--- src/rtl/slm_pkg.sv ---
package slm_pkg;

  // Strobes from control to the elapsed-time datapath
  typedef struct packed {
    logic clearCnt;  // restart the elapsed count
    logic incCnt;    // advance the elapsed count by one
  } cntStrobes_t;

endpackage

--- src/rtl/slm_ctrl.sv ---
module slm_ctrl
  import slm_pkg::*;
(
  input  logic        clk,
  input  logic        rst_n,
  input  logic        sigIn,
  input  logic        msTick,
  input  logic        cntAtMax,
  output cntStrobes_t strobes,
  output logic        levelNow
);

  logic levelReg;
  logic changeSeen;

  always_ff @(posedge clk or negedge rst_n) begin
    if (!rst_n) levelReg <= 1'b0;
    else        levelReg <= sigIn;
  end

  // A change in either direction restarts the measurement
  assign changeSeen = sigIn ^ levelReg;

  always_comb begin
    strobes.clearCnt = changeSeen;
    // Restart wins over a coincident tick; a full counter stops advancing
    strobes.incCnt   = msTick && !changeSeen && !cntAtMax;
  end

  assign levelNow = levelReg;


  level_follow_chk: assert property (@(posedge clk) disable iff (!rst_n)
    1'b1 |=> levelNow == $past(sigIn));

endmodule

--- src/rtl/slm_datapath.sv ---
module slm_datapath
  import slm_pkg::*;
#(
  parameter int CNT_W = 16
) (
  input  logic             clk,
  input  logic             rst_n,
  input  cntStrobes_t      strobes,
  input  logic [CNT_W-1:0] threshold,
  input  logic             levelNow,
  output logic             cntAtMax,
  output logic             stableHigh,
  output logic             stableLow,
  output logic             stableAny
);

  localparam logic [CNT_W-1:0] CNT_MAX = {CNT_W{1'b1}};
  localparam logic [CNT_W-1:0] CNT_ONE = {{(CNT_W-1){1'b0}}, 1'b1};

  logic [CNT_W-1:0] elapsed;
  logic             reached;

  always_ff @(posedge clk or negedge rst_n) begin
    if (!rst_n)                elapsed <= '0;
    else if (strobes.clearCnt) elapsed <= '0;
    else if (strobes.incCnt)   elapsed <= elapsed + CNT_ONE;
  end

  assign cntAtMax = (elapsed == CNT_MAX);
  assign reached  = (elapsed >= threshold);

  always_comb begin
    stableAny  = reached;
    stableHigh = reached &&  levelNow;
    stableLow  = reached && !levelNow;
  end


  no_wrap_chk: assert property (@(posedge clk) disable iff (!rst_n)
    (cntAtMax && !strobes.clearCnt) |=> cntAtMax);


  restart_zero_chk: assert property (@(posedge clk) disable iff (!rst_n)
    strobes.clearCnt |=> elapsed == '0);


  hold_no_tick_chk: assert property (@(posedge clk) disable iff (!rst_n)
    (!strobes.clearCnt && !strobes.incCnt) |=> $stable(elapsed));

endmodule

--- src/rtl/stable_level_monitor.sv ---
module stable_level_monitor
  import slm_pkg::*;
#(
  parameter int CNT_W = 16
) (
  input  logic             clk,
  input  logic             rst_n,
  input  logic             sigIn,
  input  logic             msTick,
  input  logic [CNT_W-1:0] threshold,
  output logic             levelNow,
  output logic             stableHigh,
  output logic             stableLow,
  output logic             stableAny
);

  cntStrobes_t strobes;
  logic        cntAtMax;

  slm_ctrl i_ctrl (
    .clk      (clk),
    .rst_n    (rst_n),
    .sigIn    (sigIn),
    .msTick   (msTick),
    .cntAtMax (cntAtMax),
    .strobes  (strobes),
    .levelNow (levelNow)
  );

  slm_datapath #(.CNT_W(CNT_W)) i_datapath (
    .clk        (clk),
    .rst_n      (rst_n),
    .strobes    (strobes),
    .threshold  (threshold),
    .levelNow   (levelNow),
    .cntAtMax   (cntAtMax),
    .stableHigh (stableHigh),
    .stableLow  (stableLow),
    .stableAny  (stableAny)
  );


  change_drops_chk: assert property (@(posedge clk) disable iff (!rst_n)
    (sigIn != levelNow) |=> (!stableAny || threshold == '0));


  high_level_chk: assert property (@(posedge clk) disable iff (!rst_n)
    stableHigh |-> (levelNow && stableAny));


  low_level_chk: assert property (@(posedge clk) disable iff (!rst_n)
    stableLow |-> (!levelNow && stableAny));


  either_split_chk: assert property (@(posedge clk) disable iff (!rst_n)
    $countones({stableHigh, stableLow}) == (stableAny ? 1 : 0));


  quiet_keeps_chk: assert property (@(posedge clk) disable iff (!rst_n)
    (stableAny && sigIn == levelNow) |=> (stableAny || threshold != $past(threshold)));

endmodule

--- config.mk ---
export PLATFORM = sky130hd
export DESIGN_NAME = stable_level_monitor
export DESIGN_NICKNAME = d
export VERILOG_FILES = /design/src/rtl/slm_pkg.sv /design/src/rtl/slm_ctrl.sv /design/src/rtl/slm_datapath.sv /design/src/rtl/stable_level_monitor.sv
export SDC_FILE = /design/constraint.sdc
export NUM_CORES = 1
export LEC_CHECK = 0
export BUFFER_PORTS_ARGS = -buffer_cell sky130_fd_sc_hd__buf_2
export CAP_MARGIN = 20
export CELL_PAD_IN_SITES_DETAIL_PLACEMENT = 0
export CELL_PAD_IN_SITES_GLOBAL_PLACEMENT = 1
export CORE_MARGIN = 8
export CORE_UTILIZATION = 39
export CTS_BUF_LIST = sky130_fd_sc_hd__clkbuf_8
export DETAILED_ROUTE_END_ITERATION = 12
export GPL_ROUTABILITY_DRIVEN = 0
export PLACE_DENSITY = 0.8
export SETUP_SLACK_MARGIN = 0.05
export SYNTH_ARGS = -nofsm -noshare
export SYNTH_HDL_FRONTEND = slang
export SYNTH_SLANG_ARGS = --single-unit
--- constraint.sdc ---
create_clock -name clk -period 2.2 [get_ports clk]
set_input_delay 0.44 -clock clk [delete_from_list [all_inputs] [get_ports clk]]
set_output_delay 0.44 -clock clk [all_outputs]
set_load 0.1 [all_outputs]
# Word level (Yosys, flattened, before mapping)

Cells that the tools add are included.

Flip-flop bits (word level): 17
Latch bits: 0
Memory bits (writable): 0
Bits in read-only memories: 0
Input bits: 20
Output and inout bits: 4
Logic and storage cells: 16
Memories kept: 0

$add $sub $neg: 1
Multiply operators: 0
Divide/modulo/power cells: 0
Order comparisons: 1
Eq/ne operators: 1
Shift-type cells: 0
Multiplexer cells: 2
Bitwise operators: 1
Reductions and logical operators: 8

Operator list:

| operator                | number |
|---|---|
| $mux W16                | 2 |
| $add A16 B1 Y16 const B | 1 |
| $eq A16 B16 Y1 const B  | 1 |
| $ge A16 B16 Y1          | 1 |
| $logic_and A1 B1 Y1     | 4 |
| $logic_not A1 Y1        | 3 |
| $reduce_bool A2 Y1      | 1 |
| $xor A1 B1 Y1           | 1 |

# Longest topological paths before layout

Gate-level depths: netlist of the first run.

Word-level depth: 6
Gate-level depth with buffers: 7
Mapped depth without buffers: 7

# By module

A second synthesis of the first run with hierarchy kept.

Cell total of the unflattened synthesis: 144
Area, all modules: 1,277.5 sq um

Modules (own cells, without submodules):

| module       | instances | cells an instance | area an instance (sq um) | sequential area each (sq um) |
|---|---|---|---|---|
| slm_datapath | 1         | 140               | 1,223.7                  | 400.4 |
| slm_ctrl     | 1         | 4                 | 53.8                     | 25.0 |

# Least setup slack after synthesis of the first run

No wires, ideal clock.

Kind: in2out
Start: in threshold[7]
End: out stableLow
Arrival: 3,269 ps
Data required time: 1,760 ps
Path slack: -1,509 ps
Stages: 7
Buffers on the path: 0
Path through: inv_1 ha_1 o21a_1 a21oi_1 nor3_1 a2111o_1 nor2b_1

Word-level cells in the longest chain between the ends: 2

RTL lines:

| element             | line                       | RTL |
|---|---|---|
| start, declared     | stable_level_monitor.sv:10 | `input logic [CNT_W-1:0] threshold,` |
| $ge A16 B16 Y1      | slm_datapath.sv:30         | `assign reached = (elapsed >= threshold);` |
| via stableAny       | stable_level_monitor.sv:14 | `output logic stableAny` |
| $logic_and A1 B1 Y1 | slm_datapath.sv:35         | `stableLow = reached && !levelNow;` |
| end, declared       | stable_level_monitor.sv:13 | `output logic stableLow,` |

The timed path passes the listed nets, and every way through them passes these cells.

# Worst setup path after layout of the first run

Start: reg i_datapath.elapsed[5]
End: out stableHigh

Word-level cells in the longest chain between the ends: 2

RTL lines:

| element                | line                       | RTL |
|---|---|---|
| start, declared        | slm_datapath.sv:20         | `logic [CNT_W-1:0] elapsed;` |
| start signal, assigned | slm_datapath.sv:26         | `else if (strobes.incCnt) elapsed <= elapsed + CNT_ONE;` |
| $ge A16 B16 Y1         | slm_datapath.sv:30         |  |
| $logic_and A1 B1 Y1    | slm_datapath.sv:34         | `stableHigh = reached && levelNow;` |
| end, declared          | stable_level_monitor.sv:12 | `output logic stableHigh,` |

Every way passes these cells.

==> metrics, run 1 <==
run status=finished, violations left; failing checks=negative setup slack; endpoints failing hold=0; EDFF count, synth=0; Worst R2R End=i_datapath.elapsed[10]; Clock power frac=34.9%; hold buffer count at cts=0; Vias/cell=just over 5; Reg2Reg Depth=7; Reg power frac=45.7%; top area cells in the synthesized netlist=dfrtp_1, ha_1, xnor2_1, inv_1, nor2_1; clock-pin slew on the worst setup and hold paths=70 ps; critical path class=flip-flop to primary output; PD cells=406 nW/um^2; post-synthesis async set-or-reset flop share=100%; Crit Path Max Fanout=3; via count=1183; drt total wl=between 3000 and 4000 um; final setup fails=3; Worst Path Required=about 1800 ps; sw power=195 uW; RSZ-0062 raised after global routing=yes; HP Class=input port to asynchronous set/reset pin; largest net degree at the start of global routing=18; Post-DRT Antenna Nets=0; syn_area_per_cell=9.14 sq um; n_diodes=0; Crit Reg-Reg Startpoint=i_datapath.elapsed[0]; Die Y=74.1 um; Syn Inst Count=144; most frequent cells after synthesis=inv_1, dfrtp_1, ha_1, nor2_1, xnor2_1; Max-slew headroom=between 50% and 60%; routed len/inst=13.1 um; layout cell share with drive strength beyond 1=between 30% and 40%; post-synth top area cell=dfrtp_1; Placed Cells=228; initial antenna violation count=0; clock sink count=17; Final Cycle Share=123%; max frequency=0.369 GHz; Die X=about 74 um; Ports=24; Setup crit end kind=primary output; total global-route track usage=12.1%; Worst-Margin Slew=about 630 ps; clock latency on the worst-skew pair=260 ps; clock buffer depth=2; top-count cell post-synth=inv_1; setup ws final=-507 ps; Max-Cap Viols=0; Yosys cell types=37; vias in the first global route=1236; Int Power=514 uW; Ys Warns=0; Primary FF master, synth=dfrtp_1; Initial Util=about two fifths; Slew Viols, Final=0; area of the multi-input gates=868 sq um; IO Port Bufs=23; syn nets=181; sequential share of the synthesized area=about a third; cts bufs inserted=3; total power=709 uW; worst vdd ir=approximately 250 uV; nets=225; final instance area=roughly 1700 sq um; post-layout min period=between 2000 and 3000 ps; CTS tree=done; GRT overflow=0; placeable core area=about 3300 sq um; Core Rows=21; placed cell area=1630 sq um; Layout area overhead=32.8%; htree depth=1; root buffer cell=clkbuf_8; share of total power in combinational logic=19.4%; fillers=325; DP HPWL=between 2000 and 3000 um; Synth Register Bits=17; Die ar.=5490 sq um; switch share=27.5%; register-to-register setup slack=approximately 280 ps; Worst setup SP type=flip-flop; Synth Cell Area=1320 sq um; Setup Skew=~3.0 ps; 1st-pass router iterations=4; initial drt markers=56; drc violations=0; Pleak=0.849 nW; post-route insts no fill=233; Seq. cell area=425 sq um; Setup TNS Final=-1470 ps; first-pass GRT wire length=5290 um; top cell type's share of synthesized area=roughly a third; CP arrival=2270 ps
## per-layer routing
metal / global-route usage (%) / wire length, um / up-vias / share of wire [%]
met4: 3.10 / 51 / 0 / 1.7
met2: 21.9 / 1590 / 18 / 52
met5: 0 / 0 / - / 0
met1: 14.1 / 1280 / 564 / 42
met3: 2.56 / 118 / 6 / 3.9
li1: - / - / 595 / -
## layout by cell type, fill, tap and decap left out, types with 3 or more instances in the layout
master	instances
nand4_1	5
nor2_1	16
nand2_1	4
buf_2	21
ha_1	16
inv_1	17
dfrtp_1	17
a211oi_1	5
buf_4	18
clkbuf_8	3
nand3_1	7
nor3_1	3
a21oi_1	6
xnor2_1	11
## critical path, cell delays in order, from the launching register on
cell and delay [ps]:
dfrtp_1 410, ha_4 210, or3_4 370, a21oi_4 150
nor3_2 50, a2111o_2 480, and2_4 180, buf_12 160
## how the worst max path moves through the flow
stage / slack, ps / depth (start not counted) / from / endpoint
global route: -580 / 7 / i_datapath.elapsed[5] / stableHigh
CTS: -540 / 7 / i_datapath.elapsed[5] / stableHigh
finish: -510 / 7 / i_datapath.elapsed[5] / stableHigh
floorplan: -510 / 6 / i_datapath.elapsed[5] / stableHigh
global placement: -560 / 9 / threshold[5] / stableHigh
detailed placement: -560 / 9 / threshold[5] / stableHigh
## per-stage QoR
step	util, %	hold slack [ps]	setup WS (ps)
floorplan	-	144	-505
global placement	49.7	388	-555
detailed placement	49.7	396	-564
CTS	52.2	122	-541
global route	53.2	131	-583
finish	53.2	103	-507
## area by class of cell
class / instances / area share [%]
clock buffer: 3 / 2.36
clock inverter: 1 / 0.429
inverter: 18 / 3.87
multi-input combinational: 107 / 49.7
sequential: 17 / 24.3
tap: 46 / 3.29
timing repair buffer: 41 / 16.0
## power groups by stage
| stage | Clock [mW] | Sequential, mW | Combinational (mW) |
|---|---|---|---|
| after detailed placement | 0 | 0.330 | 0.131 |
| after floorplan | 0 | 0.339 | 0.0702 |
| after global routing | 0.266 | 0.325 | 0.155 |
| final | 0.247 | 0.324 | 0.138 |
| after CTS | 0.248 | 0.324 | 0.133 |
| after global placement | 0 | 0.330 | 0.126 |
## repair_timing
item                                    CTS  global route
pin swaps                                 1             1
gates resized for setup                   9             6
buffers inserted                          0             1
endpoints found under the setup margin    3             3
## kinds of logic after synthesis
group	Yosys count	synth area share, %
xor gates and xnor gates	12	7.98
DFF	17	32.3
AOI/OAI and AO/OA	27	15.5
muxes	1	0.760
adders and majority gates	17	16.2
and+or+nand+nor	50	21.5
buffers and inverters	20	5.80
## flip-flops by register name, indices dropped and copies added (netlist names)
signal	flops
i_ctrl.levelNow	1
i_datapath.elapsed	16
Note: power is estimated with default switching activity, not from simulation.
==> run 2: changes to the inputs <==
Settings changed: CORE_MARGIN 8 to 1.5, MAX_ROUTING_LAYER set to met4.
==> run 2 against run 1 <==
- the run still ends with negative setup slack left
- critical path depth unchanged
- cell area down 0.29%
- critical path type unchanged
- combinational power down 3%
==> metrics, run 2 (synthesis gave the netlist of run 1 again) <==
run status=finished, violations left; failing checks=negative setup slack; Post-DRT Antenna Nets=0; post-route insts no fill=approximately 230; RSZ-0062 raised after global routing=yes; hold buffer count at cts=0; Max-Cap Viols=0; Cell Chain, Critical Path=ha_4 -> or3_1 -> a21oi_2 -> nor3_1 -> a2111o_2 -> and2_4 -> buf_12; Ports=24; max reg flops=16; via count=1190; Worst-Margin Slew=544 ps; Vias/cell=roughly 5.1; Largest Register=i_datapath.elapsed; Setup crit end kind=primary output; Setup Skew=2.10 ps; IO Port Bufs=23; drt total wl=2920 um; cts bufs inserted=3; endpoints failing hold=0; clock sink count=17; DP HPWL=~2300 um; post-layout min period=between 2000 and 3000 ps; Pleak=0.858 nW; CP arrival=2280 ps; root buffer cell=clkbuf_8; Placed Cells=226; WHS=around 110 ps; max incr delay on CP=490 ps; Initial Util=42.1%; Layout area overhead=32.4%; GRT overflow=0; CP bufs+invs=1; CTS tree=done; Worst Path Required=1760 ps; max frequency=~0.37 GHz; total global-route track usage=a little under a fifth; Die X=61.1 um; Slew Viols, Final=0; vias in the first global route=about 1200; Setup Slack @ Placement=-546 ps; Worst setup SP type=flip-flop; 1st-pass router iterations=4; final instance area=1740 sq um; final setup fails=3; most frequent cells in the layout=buf_2, buf_4, inv_1; nets=226; Max-slew headroom=between 60% and 70%; htree depth=1; placeable core area=about 3100 sq um; Crit Path Max Fanout=3; clock latency on the worst-skew pair=250 ps; drc violations=0; Core Rows=20; Setup TNS Final=-1520 ps; largest net degree at the start of global routing=18; n_diodes=0; layout cell share with drive strength beyond 1=30.9%; most common cell after layout, fill and taps aside=buf_2; Worst path slowest cell=a2111o_2; initial drt markers=24; critical path class=flip-flop to primary output; routed len/inst=12.6 um; clock buffer depth=2; worst vdd ir=235 uV; CP top delay family=simple AND/OR/NAND/NOR gates; total power=696 uW; first-pass GRT wire length=4960 um; initial antenna violation count=0; HP Class=input port to asynchronous set/reset pin; clock-pin slew on the worst setup and hold paths=around 70 ps; PD cells=399 nW/um^2; setup ws final=-522 ps; Die Y=61.1 um; Die ar.=between 3000 and 4000 sq um; Core Util, Final=55.7%; Final Cycle Share=124%; placed cell area=1630 sq um
-- run 2: cell types whose count changed in the layout (fill, tap and decap cells not counted), sizes merged --
| cell | before | now |
|---|---|---|
| buf | 41 | 42 |
| inv | 18 | 19 |
| clkinvlp | 1 | 0 |
-- run 2: worst paths after layout --
| check | start | endpoint | slack, ps | cells past startpoint |
|---|---|---|---|---|
| worst max-delay path | i_datapath.elapsed[5] | stableHigh | -520 | 7 |
| worst min-delay path | rst_n | i_ctrl.levelNow | 110 | 1 |
| worst max register to register | i_datapath.elapsed[0] | i_datapath.elapsed[1] | 270 | 8 |
| worst min register to register | i_datapath.elapsed[3] | i_datapath.elapsed[3] | 660 | 3 |
| max in group asynchronous | rst_n | i_datapath.elapsed[13] | 1810 | 1 |
| min in group clk | sigIn | i_ctrl.levelNow | 310 | 1 |
-- run 2: repair_timing --
item,CTS,global route
buffers inserted,1,1
resized for setup,14,0
setup endpoints to repair,3,3
pin swaps,3,0
-- run 2: worst reg2reg max path, delay by kind of cell, from the launching register on --
| kind | cells | cell delay (ps) |
|---|---|---|
| DFF | 1 | 350 |
| buffers and inverters | 2 | 210 |
| and+or+nand+nor | 3 | 670 |
| muxes | 1 | 170 |
| adders and majority gates | 1 | 210 |
| AOI/OAI and AO/OA | 1 | 210 |
-- run 2: where the power goes --
part | internal (mW) | switching [mW] | total [mW]
clock network | 0.124 | 0.114 | 0.238
logic | 0.0659 | 0.0677 | 0.134
registers | 0.319 | 0.00517 | 0.324
-- run 2: cell type report --
class                           count  area (sq um)
Fill cell                         288          1390
Tap cell                           44          55.1
Inverter                           18          67.6
Multi-Input combinational cell    107           847
Clock inverter                      1          3.75
Timing Repair Buffer               42           303
Sequential cell                    17           425
Clock buffer                        3          41.3
-- run 2: per-layer routing --
layer	GRT usage, %	routed length, um
met1	21.6	1330
met4	6.52	48
met5	-	0
met2	31.9	1430
met3	2.73	106
==> run 3: changes to the inputs <==
Settings changed: CORE_ASPECT_RATIO set to 1.25, CORE_UTILIZATION 39 to 43, PLACE_DENSITY 0.8 to 0.83.
Clock period 2.2 ns to 2.8 ns, I/O delays scaled along.
==> run 3 against run 2 <==
- the run still ends with negative setup slack left
- register-to-register slack gained 630 ps
- highest routed layer unchanged
- via count fell by 4.0%
- worst hold slack improved by 120 ps
- final cell count decreased by 8.2%
- clock skew barely moved
- sequential power decreased by 21%
- combinational power shrank 20%
- largest cell class unchanged
- die area shrank 8.8%
- total power is 22% lower
==> metrics, run 3 (synthesis gave the netlist of run 1 again) <==
run status=finished, violations left; failing checks=negative setup slack; Worst-Margin Slew=556 ps; GRT overflow=0; Worst setup SP type=input port; max incr delay on CP=480 ps; Initial Util=45.1%; Slew Viols, Final=0; CTS tree=done; met3 wire length=74 um; setup ws final=-25.8 ps; Core Util, Final=57.3%; CP arrival=roughly 2300 ps; CP top delay family=compound AO/OA/AOI/OAI gates; met2 WL=roughly 1400 um; n_diodes=0; WHS=223 ps; final setup fails=1; Pleak=roughly 0.8 nW; clock buffer depth=2; HP Class=input port to asynchronous set/reset pin; Largest Register=i_datapath.elapsed; placeable core area=2920 sq um; Setup crit end kind=primary output; via count=1142; nets=215; layout cell share with drive strength beyond 1=about 30%; first-pass GRT wire length=4790 um; Vias/cell=5.36; Max-Cap Viols=0; Max-slew headroom=62.7%; Placed Cells=205; CP bufs+invs=3; DP HPWL=2130 um; drc violations=0; clock-pin slew on the worst setup and hold paths=70 ps; Worst Path Required=~2200 ps; critical path class=input port to primary output; root buffer cell=clkbuf_8; max layer used=met4; Core Rows=22; largest net degree at the start of global routing=18; Setup Skew=1.94 ps; endpoints failing hold=0; max frequency=0.354 GHz; Post-DRT Antenna Nets=0; Met1 Wirelength=~1200 um; PD cells=325 nW/um^2; Cell Chain, Critical Path=buf_6 -> inv_8 -> ha_4 -> or3_4 -> a21oi_2 -> nor3_1 -> a2111o_2 -> and2_4 -> buf_12; htree depth=1; max reg flops=16; post-layout min period=2830 ps; post-route insts no fill=213; Die X=52.5 um; initial drt markers=19; most common cell after layout, fill and taps aside=buf_2; RSZ-0062 raised after global routing=yes; Layout area overhead=27.0%; 1st-pass router iterations=4; Ports=24; most frequent cells in the layout=buf_2, inv_1, nor2_1, dfrtp_1, ha_1; initial antenna violation count=0; Crit Path Max Fanout=3; IO Port Bufs=23; worst vdd ir=246 uV; cts bufs inserted=3; clock sink count=17; clock latency on the worst-skew pair=around 250 ps; vias in the first global route=1119; total global-route track usage=a little under a fifth; Die ar.=~3400 sq um; Final Cycle Share=101%; Worst path slowest cell=a2111o_2; drt total wl=2770 um; routed len/inst=13.0 um; Die Y=64.9 um
==> run 3: through the flow <==
step	power, mW	worst slack, ps	TNS [ps]	area [sq um]
6_report	0.543	-25.8	-25.8	1670
5_1_grt	0.572	-78.5	-177	1670
4_1_cts	0.542	-17.0	-17.0	1640
3_5_place_dp	0.355	-142	-268	1530
3_3_place_gp	0.351	-132	-240	1530
2_1_floorplan	0.322	-118	-194	1350
==> run 3: worst paths after layout <==
| check | cells after the start | startpoint | endpoint | slack, ps |
|---|---|---|---|---|
| hold reg to reg | 2 | i_datapath.elapsed[1] | i_datapath.elapsed[1] | 560 |
| setup reg to reg | 7 | i_datapath.elapsed[0] | i_datapath.elapsed[0] | 900 |
| min in group clk | 1 | sigIn | i_ctrl.levelNow | 440 |
| hold / removal | 1 | rst_n | i_datapath.elapsed[12] | 220 |
| setup / recovery | 9 | threshold[5] | stableHigh | -30 |
| max in group asynchronous | 1 | rst_n | i_datapath.elapsed[2] | 2280 |
==> run 3: worst register-to-register path, cell delays in order (launching register included) <==
cell and delay [ps]:
dfrtp_1 350, buf_4 130, ha_1 210, nand4_1 150, nor3_2 520, a21boi_1 210, xnor2_1 170, nor2_1 50
==> run 3: report_power, final <==
| group | internal [mW] | switching (mW) | total, mW |
|---|---|---|---|
| sequential | 0.251 | 0.00477 | 0.256 |
| clock | 0.0972 | 0.0829 | 0.180 |
| combinational | 0.0529 | 0.0541 | 0.107 |
| total | 0.401 | 0.142 | 0.543 |
==> run 3: layer usage <==
layer | vias to the layer above | GRT usage, %
li1 | 576 | -
met3 | 2 | 2.07
met5 | - | -
met1 | 544 | 23.0
met2 | 20 | 32.5
met4 | 0 | 5.77
==> run 3: cell type report <==
cell class                      instances  area [sq um]
Tap cell                               36          45.0
Clock inverter                          1          3.75
Fill cell                             273          1250
Timing Repair Buffer                   31           211
Inverter                               18          75.1
Sequential cell                        17           427
Multi-Input combinational cell        107           868
Clock buffer                            3          41.3
==> run 3: what timing repair did <==
| action | in CTS | in global routing |
|---|---|---|
| endpoints found under the hold margin | 0 | 0 |
| setup buffers | 2 | 2 |
| gates resized for setup | 11 | 7 |
| hold buffers | 0 | 0 |
| endpoints found under the setup margin | 3 | 3 |
| pin swaps | 1 | 2 |
